## src/rtl/cfg_chain_pkg.sv

```systemverilog
package cfg_chain_pkg;
  typedef enum logic [1:0] {
    ST_IDLE     = 2'd0,
    ST_LOAD     = 2'd1,
    ST_RELEASED = 2'd2,
    ST_USER     = 2'd3
  } rx_state_t;
endpackage

```

## src/rtl/cfg_rx_assembler.sv

```systemverilog
module cfg_rx_assembler #(
  parameter int DATA_W = 8
) (
  input  logic              clk,
  input  logic              rst,
  input  logic              clr,
  input  logic              cap,
  input  logic              par_mode,
  input  logic [DATA_W-1:0] din,
  output logic [DATA_W-1:0] byte_out,
  output logic              byte_valid
);
  localparam int BW = (DATA_W > 1) ? $clog2(DATA_W) : 1;
  localparam logic [BW-1:0] LAST_BIT = BW'(DATA_W - 1);

  logic [DATA_W-1:0] shreg;
  logic [BW-1:0]     bidx;
  logic [DATA_W-1:0] shifted;

  // new serial bit enters at the top, so the first bit ends up at bit 0
  assign shifted = {din[0], shreg[DATA_W-1:1]};

  always_ff @(posedge clk) begin
    if (rst || clr) begin
      shreg      <= '0;
      bidx       <= '0;
      byte_valid <= 1'b0;
      byte_out   <= '0;
    end else begin
      byte_valid <= 1'b0;
      if (cap) begin
        if (par_mode) begin
          byte_out   <= din;
          byte_valid <= 1'b1;
        end else begin
          shreg <= shifted;
          bidx  <= bidx + 1'b1;
          if (bidx == LAST_BIT) begin
            byte_out   <= shifted;
            byte_valid <= 1'b1;
          end
        end
      end
    end
  end

  // no byte appears unless a unit was captured on the edge before
  assert_no_strobe_without_capture_R2: assert property (@(posedge clk) disable iff (rst)
    !cap |=> !byte_valid);
endmodule

```

## src/rtl/cfg_rx_counter.sv

```systemverilog
module cfg_rx_counter #(
  parameter int CFG_BITS = 64,
  parameter int DATA_W   = 8
) (
  input  logic clk,
  input  logic rst,
  input  logic clr,
  input  logic inc,
  input  logic par_mode,
  output logic last
);
  localparam int CW = $clog2(CFG_BITS + 1);
  localparam int UNITS_PAR = CFG_BITS / DATA_W;

  logic [CW-1:0] count;
  logic [CW-1:0] target;

  assign target = par_mode ? CW'(UNITS_PAR) : CW'(CFG_BITS);
  assign last   = (count == target - 1'b1);

  always_ff @(posedge clk) begin
    if (rst || clr) count <= '0;
    else if (inc)   count <= count + 1'b1;
  end

  // the count never runs past the full serial length
  assert_count_bounded_R5: assert property (@(posedge clk) disable iff (rst)
    count <= CW'(CFG_BITS));
endmodule

```

## src/rtl/cfg_chain_rx.sv

```systemverilog
module cfg_chain_rx
  import cfg_chain_pkg::*;
#(
  parameter int CFG_BITS = 64,
  parameter int DATA_W   = 8
) (
  input  logic              clk,
  input  logic              rst,
  input  logic              par_mode,
  input  logic              chip_en_n,
  input  logic [DATA_W-1:0] data_in,
  input  logic              done_wired,
  input  logic              status_wired,
  output logic              chain_en_n,
  output logic              done_pull,
  output logic              status_pull,
  output logic              user_mode,
  output logic [DATA_W-1:0] byte_out,
  output logic              byte_valid
);
  rx_state_t state;
  logic cap, last, restart;

  assign restart = !status_wired && (state != ST_USER);
  assign cap = ((state == ST_IDLE) || (state == ST_LOAD)) && !chip_en_n && status_wired;

  cfg_rx_counter #(.CFG_BITS(CFG_BITS), .DATA_W(DATA_W)) u_count (
    .clk(clk), .rst(rst), .clr(restart), .inc(cap), .par_mode(par_mode), .last(last)
  );

  cfg_rx_assembler #(.DATA_W(DATA_W)) u_asm (
    .clk(clk), .rst(rst), .clr(restart), .cap(cap), .par_mode(par_mode),
    .din(data_in), .byte_out(byte_out), .byte_valid(byte_valid)
  );

  always_ff @(posedge clk) begin
    if (rst || restart) begin
      state       <= ST_IDLE;
      chain_en_n  <= 1'b1;
      done_pull   <= 1'b1;
      status_pull <= 1'b0;
      user_mode   <= 1'b0;
    end else begin
      case (state)
        ST_IDLE: begin
          if (cap) begin
            if (last) begin
              state      <= ST_RELEASED;
              chain_en_n <= 1'b0;
              done_pull  <= 1'b0;
            end else begin
              state <= ST_LOAD;
            end
          end
        end
        ST_LOAD: begin
          if (chip_en_n) begin
            status_pull <= 1'b1;
            state       <= ST_IDLE;
          end else if (cap && last) begin
            state      <= ST_RELEASED;
            chain_en_n <= 1'b0;
            done_pull  <= 1'b0;
          end
        end
        ST_RELEASED: begin
          if (done_wired) begin
            state     <= ST_USER;
            user_mode <= 1'b1;
          end
        end
        default: ;
      endcase
    end
  end

  // the next device is never enabled while this one still holds done low
  assert_handoff_releases_done_R6: assert property (@(posedge clk) disable iff (rst)
    !chain_en_n |-> !done_pull);

  // user mode begins only after the shared done line read high
  assert_user_after_done_R7: assert property (@(posedge clk) disable iff (rst)
    $rose(user_mode) |-> $past(done_wired));

  // an error pull lasts a single cycle
  assert_error_pulse_R8: assert property (@(posedge clk) disable iff (rst)
    status_pull |=> !status_pull);

  // a low status outside user mode returns the block to its idle outputs
  assert_restart_R9: assert property (@(posedge clk) disable iff (rst)
    (!status_wired && !user_mode) |=> (chain_en_n && done_pull && !status_pull));
endmodule

```

## config.mk

```make
export PLATFORM = sky130hd
export DESIGN_NAME = cfg_chain_rx
export DESIGN_NICKNAME = d
export VERILOG_FILES = /design/src/rtl/cfg_chain_pkg.sv /design/src/rtl/cfg_rx_assembler.sv /design/src/rtl/cfg_rx_counter.sv /design/src/rtl/cfg_chain_rx.sv
export SDC_FILE = /design/constraint.sdc
export NUM_CORES = 1
export LEC_CHECK = 0
export BUFFER_PORTS_ARGS = -buffer_cell sky130_fd_sc_hd__buf_2
export CAP_MARGIN = 20
export CORE_AREA = 4 4 60 62
export CTS_CLUSTER_SIZE = 40
export DETAILED_ROUTE_END_ITERATION = 10
export DIE_AREA = 0 0 64 66
export PLACE_DENSITY = 0.72
export SYNTH_ARGS = -nofsm -noshare
export SYNTH_HDL_FRONTEND = slang
export SYNTH_SLANG_ARGS = --single-unit
```

## constraint.sdc

```tcl
create_clock -name clk -period 1.6 [get_ports clk]
set_input_delay 0.24 -clock clk [delete_from_list [all_inputs] [get_ports clk]]
set_output_delay 0.24 -clock clk [all_outputs]
set_load 0.01 [all_outputs]
```

After elaboration in Yosys (flattened, before gate mapping):

Index checks and enable logic that the tools add are counted.

* register bits: 32
* word-level logic and storage cells: 60

* add/sub/neg operators: 3
* equal/unequal tests: 11
* multiplexer cells: 16
* bitwise logic cells: 2
* reduce and logical (&&, ||, !) cells: 19

Operators by type and width (number)
* 8-bit two-way mux: 2
* 2-bit two-way mux: 5
* 2-bit inequality test (second input constant): 5
* 2-bit AND reduction: 4
* 7-bit by 1-bit adder with 7-bit output (second input constant): 1
* 7-bit equality test: 1
* 7-bit two-way mux: 1
* 7-bit by 1-bit subtractor with 7-bit output (second input constant): 1
* 1-bit two-way mux: 6
* 2-bit case mux with 3 select lines: 1
* 5-bit AND reduction: 1
* 1-bit logical AND: 4
* 4-bit AND reduction: 1
* 2-bit nonzero test: 2
* 3-bit by 1-bit adder with 3-bit output (second input constant): 1
* 3-bit equality test (second input constant): 1
* 3-bit by 2-bit inequality test with 1-bit output (second input constant): 1
* 3-bit nonzero test: 1
* 2-bit by 1-bit equality test with 1-bit output (second input constant): 1
* 2-bit equality test (second input constant): 1
* 1-bit logical NOT: 2
* 2-bit logical NOT: 1
* 1-bit logical OR: 2
* 2-bit by 1-bit inequality test with 1-bit output (second input constant): 1
* 3 further kinds: 4

Longest topological paths before layout:

* depth in word-level cells: 8
* mapped depth: 7
* depth with buffers taken out: 6

Cells and area by module:

From an unflattened synthesis, not the netlist that was laid out.

* cell total of the unflattened synthesis: 162
* area, all modules: 1445.1 µm²

Modules (own cells, without submodules)
* cfg_rx_assembler: instances 1, cells each 86, area an instance 793.3 µm², sequential area each 380.4 µm²
* cfg_rx_counter: instances 1, cells each 36, area an instance 336.6 µm², sequential area each 140.1 µm²
* cfg_chain_rx: instances 1, cells each 40, area an instance 315.3 µm², sequential area each 100.1 µm²

Least setup slack after synthesis:

Ideal clock, no wire load.

* path kind: register -> register
* start point: reg state[1]
* end point: reg u_asm.bidx[1]
* library setup time: 128 ps
* arrival time: 1531 ps
* setup slack: -59 ps
* cell stages (with the launch flop): 8
* path buffers: 1
* period minus slack after synthesis: 1659 ps
* cells stage by stage: dfxtp_1 > inv_1 > ha_1 > nor2_1 > nor3_1 > buf_2 > mux2i_1 > nor2_1

* cells in the longest elaborated chain, start to end: 5
* elaborated cells on any way between the ends: 9
* classes of those cells: eq/ne (2); reduce/logical (7)

RTL lines
* start, declared: line cfg_chain_rx.sv:21 `rx_state_t state;`
* start signal, assigned: line cfg_chain_rx.sv:38 `state <= ST_IDLE;`
* start signal, assigned: line cfg_chain_rx.sv:48 `state <= ST_RELEASED;`
* start signal, assigned: line cfg_chain_rx.sv:52 `state <= ST_LOAD;`
* 2-bit by 1-bit equality test with 1-bit output or 2-bit logical NOT (tied branches): line cfg_chain_rx.sv:25 `assign cap = ((state == ST_IDLE) || (state == ST_LOAD)) && !chip_en_n && status_wired;`
* 1-bit logical OR: line cfg_chain_rx.sv:25
* 1-bit logical AND (2 in a row): line cfg_chain_rx.sv:25
* 2-bit AND reduction (no source line)
* end signal, assigned: line cfg_rx_assembler.sv:37 `bidx <= bidx + 1'b1;`
* end, declared: line cfg_rx_assembler.sv:17 `logic [BW-1:0] bidx;`

Parallel ways exist; a longest one is shown, timed or not.
A chain may end at the register's enable or synchronous reset.

Worst setup path in the final report:

* start point: reg u_count.count[5]
* end point: reg state[0]

* cells in the longest elaborated chain, start to end: 4
* elaborated cells on any way between the ends: 7
* classes of those cells: eq/ne (2); mux (3); reduce/logical (2)

RTL lines
* start, declared: line cfg_rx_counter.sv:15 `logic [CW-1:0] count;`
* start signal, assigned: line cfg_rx_counter.sv:23 `else if (inc) count <= count + 1'b1;`
* 7-bit equality test *: line cfg_rx_counter.sv:19 `assign last = (count == target - 1'b1);`
* 2-bit two-way mux or 1-bit logical AND (tied branches): line cfg_chain_rx.sv:47, cfg_chain_rx.sv:60
* 2-bit two-way mux or 3-bit by 2-bit inequality test with 1-bit output (tied branches)
* 2-bit case mux with 3 select lines or 4-bit AND reduction (tied branches)
* end signal, assigned: line cfg_chain_rx.sv:48
* end signal, assigned: line cfg_chain_rx.sv:52
* end signal, assigned: line cfg_chain_rx.sv:59 `state <= ST_IDLE;`

Mark *: on every way between the ends. The rest lies on a longest branch, timed or not. The select of a mux whose other input is x is not followed.

==> metrics.cfg <==
[status]
outcome = finished, violations left
violations = setup timing

[timing]
tns_ns = -0.00213
finalHoldViolations = 0
skew_ns = 0.00777
rsz0062_at_grt = true
setup_violations = 1
holdWs_ns = 0.180
tightest_slew_ns = 0.308
report.final.slew_viol_count = 0
fmax_ghz = 0.624
slew_headroom_pct = 79.3
fin_crit_sh_pct = 100
layout_setup_ws_ns = -0.00213
period_needed_ns = 1.60

[grt]
grt_pass1_vias = 1117
grt_usage_pct = 15.4
grt_pass1_wl_mm = 4.95
antenna_found_initial = 0
grt_max_degree = 18
overflow = 0

[clocking]
ctsLongestPathBuffers = 2
clk_pin_slew_ns = 0.10
clk_latency_ns = 0.33
clkSinkCount = 31
hold_buffers = 0
tritoncts = done
cts_buffers = 5
htreeDepth = 2
cts-root-buf = clkbuf_4

[drt]
top_layer = met4
drc_errors = 0
post_drt_wl_per_cell_um = 13.2
vias_per_cell = 5.02
drt_iter0_markers = 33
route.met3.wl_um = 136
wl_met1_mm = 1.39
antenna_left = 0
drt_wl_total_mm = 3.10
met2_length_mm = 1.52
vias = 1179
dr.pass1.iters = 4

[synthesis]
syn-instance-count = 152
netlist_area_mm2 = 0.00144
yosysTopAreaCellShare_pct = 43.2
yosys_register_bits = 31
async_flop_share_pct = 0
synth_area_leaders = dfxtp_1 43%, mux2i_1 13%, nor2_1 8.4%
syn_nets = 173
syn_area_per_cell_um2 = 9.46
synth_flop_cell = dfxtp_1
synth_edf_count = 0
ys_seq_area_share_pct = 43.2
yosys_warnings = 0
yosysTopAreaCell = dfxtp_1
synth_cell_types = 31

[floorplan]
initial_core_util_pct = 47.5
die_area_mm2 = 0.00422
core_mm2 = 0.00303
rows = 20
die_w_um = 64
die_y_um = 66
ios = 27

[cells_and_area]
finish.utilization_pct = 60.2
drive_above_1_share_pct = 31.9
fin_area_mm2 = 0.00182
nNetsFinal = 211
multi_input_area_um2 = 811
area.sequential_um2 = 621
stdcell_count = 235
final_cell_mix = 31 x nor2_1, 31 x dfxtp_1, 26 x buf_2, 19 x mux2i_1, 12 x buf_4
fillers = 262
n_antenna_cell = 0
area_growth_pct = 26.9

[placed_design]
io_buffers = 26
post-dp-hpwl_mm = 2.24
dpl_cell_area_mm2 = 0.00168
gp_congestion = 0.901
post-place-cells = 226
pre_cts_ws_ns = -0.0269

[power]
power_leakage_nw = 0.736
total_power_mw = 1.60
p_per_area_mw_per_mm2 = 879
ir_drop_v = 0.000430

[setup_path]
worstPathCellList = or4b_4, a211oi_4, buf_4, a211o_2, mux2i_1
crit_family = simple AND/OR/NAND/NOR gates
start_kind = flop
cp_max_fo = 4
max_stage_delay_ns = 0.55
cp-end-kind = flop
reg2reg_slack_ns = -0.002
crit_required_ns = 1.82
critPathSlowestCell = or4b_4
cp.buffers_inverters = 1
critical_path_arrival_ns = 1.82
critical_path_class = reg2reg

[job]
max_cap_viol_count = 0

[min_path]
hp-class = in2reg

[layout make-up]
cell class / count / share of cell area [%]
clock buffers: 6 / 2.81
clock inverters: 2 / 1.92
inverters: 3 / 0.617
multi-input cells: 110 / 44.4
flip-flops and latches: 31 / 34.0
well taps: 44 / 3.02
repair buffers: 39 / 13.2
[per-layer routing]
metal  global-route usage (%)  up-vias
met4                     9.16        0
met2                     25.7       27
met1                     17.8      543
li1                         -      601
met3                     3.91        8
met5                        0        -
[state kept, by name, indices dropped and copies added, names as in the netlist]
name	cells
state	2
u_asm.byte_valid	1
done_pull	1
u_asm.byte_out	8
user_mode	1
u_asm.bidx	3
status_pull	1
u_asm.shreg	7
u_count.count	7
[Yosys cell counts (2+ instances only)]
master	n
dfxtp_1	31
nand2_1	8
xnor2_1	7
a21oi_1	5
clkbuf_1	3
a211oi_1	8
nor2_1	32
ha_1	7
mux2i_1	19
and2b_2	2
nor4_1	2
inv_1	3
buf_2	3
nand3_1	2
nor3_1	4
[tightest hold or removal path: cells and delay by family]
kind | cells | cell delay, ns
buffers and inverters | 1 | 0.10
and+or+nand+nor | 1 | 0.07
AOI/OAI and AO/OA | 1 | 0.07
[power breakdown]
| part | internal, mW | switching, mW |
|---|---|---|
| registers | 0.781 | 0.00634 |
| clock network | 0.369 | 0.272 |
| logic | 0.0785 | 0.0952 |
[what timing repair did]
item | 4_1_cts | 5_1_grt
resized for setup | 2 | 7
pin swaps | 2 | 2
buffers inserted | 0 | 1
endpoints found under the setup margin | 2 | 13
[logic make-up (layout without fill, tap and decap cells)]
kind of cell | count (synthesis) | after routing | share of synthesized area, %
multiplexers | 19 | 19 | 13.2
XOR/XNOR | 7 | 7 | 4.26
flip-flops | 31 | 31 | 43.2
adder cells (fa/ha/maj) | 7 | 7 | 6.09
buffers and inverters | 11 | 50 | 4.09
AO/OA/AOI/OAI | 19 | 19 | 9.75
AND/OR/NAND/NOR | 58 | 58 | 19.4
[path summary, 6_finish.rpt]
check | startpoint | end | cells after the start
worst max-delay path | u_count.count[5] | state[0] | 5
worst min-delay path | chip_en_n | status_pull | 3
worst max register to register | u_count.count[5] | state[0] | 5
worst min register to register | status_pull | status_pull | 2
Note: power is estimated with default switching activity, not from simulation.
